`src/rtl/pps_pkg.sv`:
```
package pps_pkg;
    localparam int PAL_N = 4;
    localparam int IDX_W = $clog2(PAL_N);

    typedef enum logic {
        ST_IDLE = 1'b0,
        ST_RUN  = 1'b1
    } pps_state_t;

    typedef enum logic {
        MODE_TWO  = 1'b0,
        MODE_FOUR = 1'b1
    } pps_mode_t;
endpackage

```
`src/rtl/pps_pending.sv`:
```
module pps_pending #(
    parameter int WORD_W = 32,
    parameter int PAL_W  = 32
) (
    input  logic              clk,
    input  logic              rst_n,
    input  logic              in_valid,
    output logic              in_ready,
    input  logic [WORD_W-1:0] in_word,
    input  logic [PAL_W-1:0]  in_pal,
    input  logic              take,
    output logic              full,
    output logic [WORD_W-1:0] held_word,
    output logic [PAL_W-1:0]  held_pal
);
    logic accept;

    assign in_ready = !full;
    assign accept   = in_valid && in_ready;

    always_ff @(posedge clk) begin
        if (!rst_n) begin
            full      <= 1'b0;
            held_word <= '0;
            held_pal  <= '0;
        end else begin
            if (accept) begin
                full      <= 1'b1;
                held_word <= in_word;
                held_pal  <= in_pal;
            end else if (take) begin
                full <= 1'b0;
            end
        end
    end
endmodule

```
`src/rtl/pps_timer.sv`:
```
module pps_timer #(
    parameter int CPP_W = 8,
    parameter int CPF_W = 10
) (
    input  logic             clk,
    input  logic             rst_n,
    input  logic             tick,
    input  logic             restart,
    input  logic [CPP_W-1:0] cfg_cpp,
    input  logic [CPF_W-1:0] cfg_cpf,
    output logic             pix_last,
    output logic             frm_last
);
    logic [CPP_W-1:0] pix_cnt;
    logic [CPF_W-1:0] frm_cnt;
    logic [CPP_W-1:0] cpp_eff;
    logic [CPF_W-1:0] cpf_eff;

    assign cpp_eff  = (cfg_cpp == '0) ? CPP_W'(1) : cfg_cpp;
    assign cpf_eff  = (cfg_cpf == '0) ? CPF_W'(1) : cfg_cpf;
    assign pix_last = (pix_cnt == cpp_eff - CPP_W'(1));
    assign frm_last = (frm_cnt == cpf_eff - CPF_W'(1));

    always_ff @(posedge clk) begin
        if (!rst_n || restart) begin
            pix_cnt <= '0;
            frm_cnt <= '0;
        end else if (tick) begin
            if (frm_last) begin
                pix_cnt <= '0;
                frm_cnt <= '0;
            end else begin
                frm_cnt <= frm_cnt + CPF_W'(1);
                pix_cnt <= pix_last ? '0 : pix_cnt + CPP_W'(1);
            end
        end
    end
endmodule

```
`src/rtl/pps_lookup.sv`:
```
module pps_lookup
    import pps_pkg::*;
#(
    parameter int OUT_W = 8
) (
    input  logic [PAL_N*OUT_W-1:0] pal,
    input  logic [IDX_W-1:0]       idx,
    output logic [OUT_W-1:0]       value
);
    logic [OUT_W-1:0] entry [PAL_N];

    for (genvar g = 0; g < PAL_N; g++) begin : g_entry
        assign entry[g] = pal[g*OUT_W +: OUT_W];
    end

    assign value = entry[idx];
endmodule

```
`src/rtl/pps_pattern_shifter.sv`:
```
module pps_pattern_shifter
    import pps_pkg::*;
#(
    parameter int OUT_W  = 8,
    parameter int WORD_W = 32,
    parameter int CPP_W  = 8,
    parameter int CPF_W  = 10
) (
    input  logic                   clk,
    input  logic                   rst_n,
    input  logic                   pix_en,
    input  logic                   cfg_four,
    input  logic [CPP_W-1:0]       cfg_cpp,
    input  logic [CPF_W-1:0]       cfg_cpf,
    input  logic                   ld_valid,
    output logic                   ld_ready,
    input  logic [WORD_W-1:0]      ld_pixels,
    input  logic [PAL_N*OUT_W-1:0] ld_palette,
    output logic [OUT_W-1:0]       out_bus
);
    localparam int PAL_W = PAL_N * OUT_W;

    pps_state_t state_q, state_d;
    pps_mode_t  mode;

    logic              pend_full;
    logic [WORD_W-1:0] pend_word;
    logic [PAL_W-1:0]  pend_pal;
    logic              take;
    logic              start;
    logic              boundary;
    logic              pix_last;
    logic              frm_last;
    logic              run_tick;
    logic              running;
    logic [WORD_W-1:0] shift_q;
    logic [WORD_W-1:0] act_word;
    logic [PAL_W-1:0]  act_pal;
    logic [IDX_W-1:0]  idx;
    logic [OUT_W-1:0]  lut_val;

    assign mode     = pps_mode_t'(cfg_four);
    assign running  = (state_q == ST_RUN);
    assign run_tick = running && pix_en;
    assign start    = (state_q == ST_IDLE) && pix_en && pend_full;
    assign boundary = run_tick && frm_last;
    assign take     = start || (boundary && pend_full);

    pps_pending #(.WORD_W(WORD_W), .PAL_W(PAL_W)) u_pend (
        .clk      (clk),
        .rst_n    (rst_n),
        .in_valid (ld_valid),
        .in_ready (ld_ready),
        .in_word  (ld_pixels),
        .in_pal   (ld_palette),
        .take     (take),
        .full     (pend_full),
        .held_word(pend_word),
        .held_pal (pend_pal)
    );

    pps_timer #(.CPP_W(CPP_W), .CPF_W(CPF_W)) u_timer (
        .clk     (clk),
        .rst_n   (rst_n),
        .tick    (run_tick),
        .restart (start),
        .cfg_cpp (cfg_cpp),
        .cfg_cpf (cfg_cpf),
        .pix_last(pix_last),
        .frm_last(frm_last)
    );

    // State register
    always_ff @(posedge clk) begin
        if (!rst_n) state_q <= ST_IDLE;
        else        state_q <= state_d;
    end

    // Transitions: START, SWAP, REPEAT
    always_comb begin
        state_d = state_q;
        unique case (state_q)
            ST_IDLE: if (start) state_d = ST_RUN;
            ST_RUN:  state_d = ST_RUN;
            default: state_d = ST_IDLE;
        endcase
    end

    // Pixel word and palette datapath
    always_ff @(posedge clk) begin
        if (!rst_n) begin
            shift_q  <= '0;
            act_word <= '0;
            act_pal  <= '0;
        end else if (take) begin
            shift_q  <= pend_word;
            act_word <= pend_word;
            act_pal  <= pend_pal;
        end else if (boundary) begin
            shift_q <= act_word;
        end else if (run_tick && pix_last) begin
            shift_q <= (mode == MODE_FOUR) ? (shift_q >> 2) : (shift_q >> 1);
        end
    end

    assign idx = (mode == MODE_FOUR) ? shift_q[IDX_W-1:0]
                                     : {{(IDX_W-1){1'b0}}, shift_q[0]};

    pps_lookup #(.OUT_W(OUT_W)) u_lut (
        .pal  (act_pal),
        .idx  (idx),
        .value(lut_val)
    );

    // Output process
    always_comb begin
        unique case (state_q)
            ST_RUN:  out_bus = lut_val;
            default: out_bus = '0;
        endcase
    end
endmodule

```
`config.mk`:
```
export PLATFORM = sky130hd
export DESIGN_NAME = pps_pattern_shifter
export DESIGN_NICKNAME = d
export VERILOG_FILES = /design/src/rtl/pps_pkg.sv /design/src/rtl/pps_pending.sv /design/src/rtl/pps_timer.sv /design/src/rtl/pps_lookup.sv /design/src/rtl/pps_pattern_shifter.sv
export SDC_FILE = /design/constraint.sdc
export NUM_CORES = 1
export LEC_CHECK = 0
export BUFFER_PORTS_ARGS = -buffer_cell sky130_fd_sc_hd__buf_4
export CAP_MARGIN = 5
export CORE_ASPECT_RATIO = 1.4
export CORE_MARGIN = 5
export CORE_UTILIZATION = 40
export CTS_CLUSTER_SIZE = 25
export DETAILED_ROUTE_END_ITERATION = 8
export PLACE_DENSITY = 0.65
export SLEW_MARGIN = 20
export SYNTH_ARGS = -nofsm -noshare
export SYNTH_HDL_FRONTEND = slang
export SYNTH_HIERARCHICAL = 1
export SYNTH_SLANG_ARGS = --single-unit
```
`constraint.sdc`:
```
create_clock -name clk -period 8.8 [get_ports clk]
set_input_delay 1.76 -clock clk [delete_from_list [all_inputs] [get_ports clk]]
set_output_delay 1.76 -clock clk [all_outputs]
set_load 0.005 [all_outputs]
```
==> results <==
- The run finished with clean final reports.
- The sequential fraction of design power is between 40% and 50%.
- The largest individual stage delay along the critical path comes from the cell sky130_fd_sc_hd__inv_2.
- Of the total synthesized cell area, the portion taken by AND, OR, NAND and NOR gates is 24.49%.
- The critical path goes through buf_4 > nor4_1 > a41oi_1 > ha_1 > and2b_1 > a221o_1 > o311a_1 > o21ai_0 > nand4_4 > inv_1 > nand2b_1 > buf_4 > nand3_4 > inv_2 > buf_4 > nand2_1 > a21oi_1.
- The top-level I/O count is 96.
- The global placement routability congestion is around 0.79.
- The first detailed-routing pass took 5 iterations.
- The critical path depth in cells is 17.
- Of the post-synthesis cell area, the part taken by muxes is around an eighth.
- In this run the remaining antenna-violating nets after routing total 0.
- Sorting the synthesized cells by area gives the leading types as sky130_fd_sc_hd__dfxtp_1, sky130_fd_sc_hd__nand2_1, sky130_fd_sc_hd__mux2i_1.
- The worst setup path is of the input port to register kind.
- The number of clock buffers added by TritonCTS is 17.
- The worst-case clock buffer depth is 2.
- The setup total negative slack is 0 ps.
- Dividing total power by cell area gives a power density of approximately 180 nW/um^2.
- The die is approximately 190 um tall.
- The starting DRC count in detailed routing is ~260.
- The max-slew violation count is 0.
- The most repeated library cell on the critical path is sky130_fd_sc_hd__buf_4.
- The worst hold path belongs to the class register to register.
- The initial core utilization is about two fifths.
- The area of the multi-input gates is ~4700 sq um.
- During synthesis, Yosys emitted a total of 6 warnings.
- Counting the fill cells in the layout gives 2243.
- Global routing finished with a remaining overflow of 0.
- IR analysis of the VDD net gives a maximum drop of 0.1264 mV.
- The number of instances in the synthesized netlist is between 1000 and 1500.
- Buffers inserted to repair hold after CTS numbered 0.
- Counting both buffers and inverters, the worst setup path holds a total of 5.
- The average wire length per cell after detail routing is around 14 um.
- The total of cells resized after clock tree synthesis is 0.
- The worst-margin pin slew is 874.2 ps.
- The routed layout has 7205 vias.
- The clock transition time at the flip-flop clock pins of the worst setup and hold paths is roughly 60 ps.
- The highest fanout seen on the critical path is 64.
- The first global-routing pass estimated around 34000 um of wire.
- The final setup skew is approximately 13 ps.
- The initial antenna violation count is 0.
- In this run the tightest slew margin relative to its limit is around two fifths.
- The instance area after placement is about 9600 sq um.
- The minimum clock period is approximately 6300 ps.
- The post-synthesis compound-gate area fraction is 12.32%.
- The area of the placeable core is 21940 sq um.
- The buffer type at the clock tree root is sky130_fd_sc_hd__clkbuf_16.
- TritonCTS built the clock tree.
- The total setup buffers inserted after CTS is 0.
- The length in cells of the worst reg-to-reg path is 12.
- The element type at the critical path end is a register.
- Buffers placed on the I/O ports in this run total 95.
- The worst hold path was traced through 2 stages.
- The post-synth net total is 1162.
- The combined global-route utilization of all metal layers is between 15 and 20%.
- The number of hold violations in the final report is 0.
- Row generation in the floorplan step produced 64 rows.
- The average instance area after synthesis is 8.352 sq um.
- Of the total power, the share spent switching nets is between 20% and 30%.
- The achievable clock frequency is between 150 and 200 MHz.
- Once layout is done, the placed cells without fillers occupy ~10000 sq um.
- The number of distinct library cell variants in the gate-level netlist after synthesis is just over 60.
- At the worst endpoint, the required time is 9150 ps.
- The aggregate routed wire length is between 20000 and 25000 um.
- The synthesized-area fraction occupied by adder cells is less than 1%.
- The tool flagged a number of max-cap violations equal to 0.
- The die is roughly 140 um wide.
- The final critical-path share of the clock period is 71.87%.
- The maximum number of pins on one net before global-route repair is 74.
- The count of flip-flops with a built-in enable after synthesis is 0.
- The clock network accounts for between 40% and 50% of the total power.
- The die covers ~25000 sq um.
- The share of power burned in combinational logic is about a tenth.
- STA classifies the critical path startpoint as an input port.
- Cells with a size suffix above 1 make up between 10% and 20% of the layout.
- The dominant combinational cell family by area after synthesis is simple AND/OR/NAND/NOR gates.
- The mapped netlist covers 8945 sq um.
- Compared with the post-synthesis result, the final layout area differs by 13.36%.
- Setup repair after global routing left no endpoint under its margin.
- The top cell type by area accounts for around 40% of the synthesized area.
- In the synthesized netlist the async set-or-reset flop fraction comes to 0%.
- The internal power contribution is 1357 uW.
- The clock latency reported for the late side of the worst-skew pair is approximately 430 ps.
- The total area of sequential cells is 3603 sq um.
- The delay of the slowest cell on the worst path is 640 ps.
- The number of vias per cell after detailed routing is 5.067.
- The final layout contains ~1200 nets.
- The xor and xnor fraction of the mapped netlist area is under 10%.
- After legalization and detailed placement, the total HPWL measured approximately 14000 um.
- The repair_antennas step left the layout with diodes totalling 0.
- The critical path data arrival time is ~6700 ps.
- The number of global-route vias before repair was roughly 7100.
- Summing the sequential cell areas from Yosys gives roughly 40% of the chip area.
- The leakage power is between 0.004 and 0.005 uW.
- The switching component of the power is around 450 uW.
- The most common flop cell mapped by yosys is sky130_fd_sc_hd__dfxtp_1.
- For this run, design rule violations remaining after detail routing come to 0.
- The kind of cell adding the most delay to the critical path is buffers and inverters.
- The total number of clock tree sinks is 180.
- Summed over all instances, the cell type with the most area after synthesis is sky130_fd_sc_hd__dfxtp_1.
- The depth of the CTS H-tree is 4.
- The synthesized design contains 180 register bits.
- The total setup violations reported at the end of the flow is 0.
[routing by layer]
metal	track usage (%)	routed length, um
met2	28.54	10500
met3	2.476	647
met4	5.702	409
met5	0	0
met1	19.69	8918
[final cells by class]
| type | count | share of cell area, % |
|---|---|---|
| Multi-Input combinational cell | 796 | 46.79 |
| Sequential cell | 180 | 35.54 |
| Timing Repair Buffer | 105 | 7.774 |
| Clock buffer | 20 | 4.504 |
| Tap cell | 297 | 3.665 |
| Clock inverter | 12 | 1.283 |
| Inverter | 12 | 0.4442 |
[final timing paths]
| path | startpoint | to | slack, ps |
|---|---|---|---|
| max reg2reg | u_timer/frm_cnt[8] | act_pal[29] | 4260 |
| min reg2reg | shift_q[1] | shift_q[1] | 450 |
| max | cfg_cpf[5] | act_pal[29] | 2480 |
| min | shift_q[1] | shift_q[1] | 450 |
[synthesized netlist by cell type (all sizes together), types with 2 or more instances]
library cell / n
nand2: 368
nor3b: 3
a32oi: 31
and2: 10
nor2b: 34
nand3b: 3
clkbuf: 32
o211ai: 34
nand4: 10
a41oi: 2
o21ai: 9
o31ai: 3
and3b: 2
a21oi: 73
and3: 4
nor3: 6
xnor2: 17
nand4b: 3
mux4: 8
nand3: 11
a31oi: 6
or2: 3
buf: 51
nor2: 21
mux2i: 96
nor4: 6
and4: 2
xor2: 12
inv: 12
ha: 4
dfxtp: 180
[cells in the final DEF (no fill, tap or decap), drive strengths merged, types with 3 or more instances in the layout]
cell type,n
nand4b,3
clkinvlp,5
o211ai,34
a31oi,6
buf,105
a21oi,73
nor3b,3
o31ai,3
clkinv,5
and3,4
nand3,11
ha,4
nand4,10
dfxtp,180
nor3,6
nor2b,34
xor2,12
clkbuf,20
mux2i,96
nand3b,3
and2,10
nand2,368
o21ai,9
or2,3
inv,12
nor2,21
xnor2,17
a32oi,31
mux4,8
nor4,6
[state kept, by name, indices dropped and copies added, names as in the netlist]
register / count
u_timer/pix_cnt: 8
u_timer/frm_cnt: 10
act_pal: 32
u_pend/full: 1
act_word: 32
u_pend/held_pal: 32
u_pend/held_word: 32
shift_q: 32
running: 1
[worst register-to-register path, stage by stage, from the launching register on]
cell and delay (ps):
sky130_fd_sc_hd__dfxtp_1 350, sky130_fd_sc_hd__xor2_1 210, sky130_fd_sc_hd__or3b_2 500, sky130_fd_sc_hd__o21ai_0 370
sky130_fd_sc_hd__nand4_4 290, sky130_fd_sc_hd__inv_1 210, sky130_fd_sc_hd__nand2b_1 120, sky130_fd_sc_hd__buf_4 360
sky130_fd_sc_hd__nand3_4 620, sky130_fd_sc_hd__inv_2 680, sky130_fd_sc_hd__buf_4 490, sky130_fd_sc_hd__nand2_1 120
sky130_fd_sc_hd__a21oi_1 160
[power by group through the flow]
stage               clock network, uW  registers (uW)  logic [uW]
floorplan                           0             875         143
global placement                    0             885         186
detailed placement                  0             885         189
CTS                               767             866         189
global route                      803             870         208
finish                            752             866         187
[cells by family after synthesis]
family | count (synthesis)
compound gates | 166
xor+xnor | 29
fa+ha+maj | 4
buf+inv | 95
flops | 180
mux | 104
simple gates | 493
[through the flow]
step / power (uW) / util, % / worst slack [ps] / std cells / hold WS, ps
6_report: 1805 / 46.21 / 2476 / 1422 / 447.8
5_1_grt: 1881 / 46.21 / 2009 / 1422 / 466.1
4_1_cts: 1823 / 46.21 / 2486 / 1422 / 449.7
3_3_place_gp: 1071 / 43.53 / 2108 / 1390 / 437.5
3_5_place_dp: 1074 / 43.54 / 2072 / 1390 / 440.6
2_1_floorplan: 1018 / - / 4008 / 1071 / 425.9
Note: power is estimated with default switching activity, not from simulation.
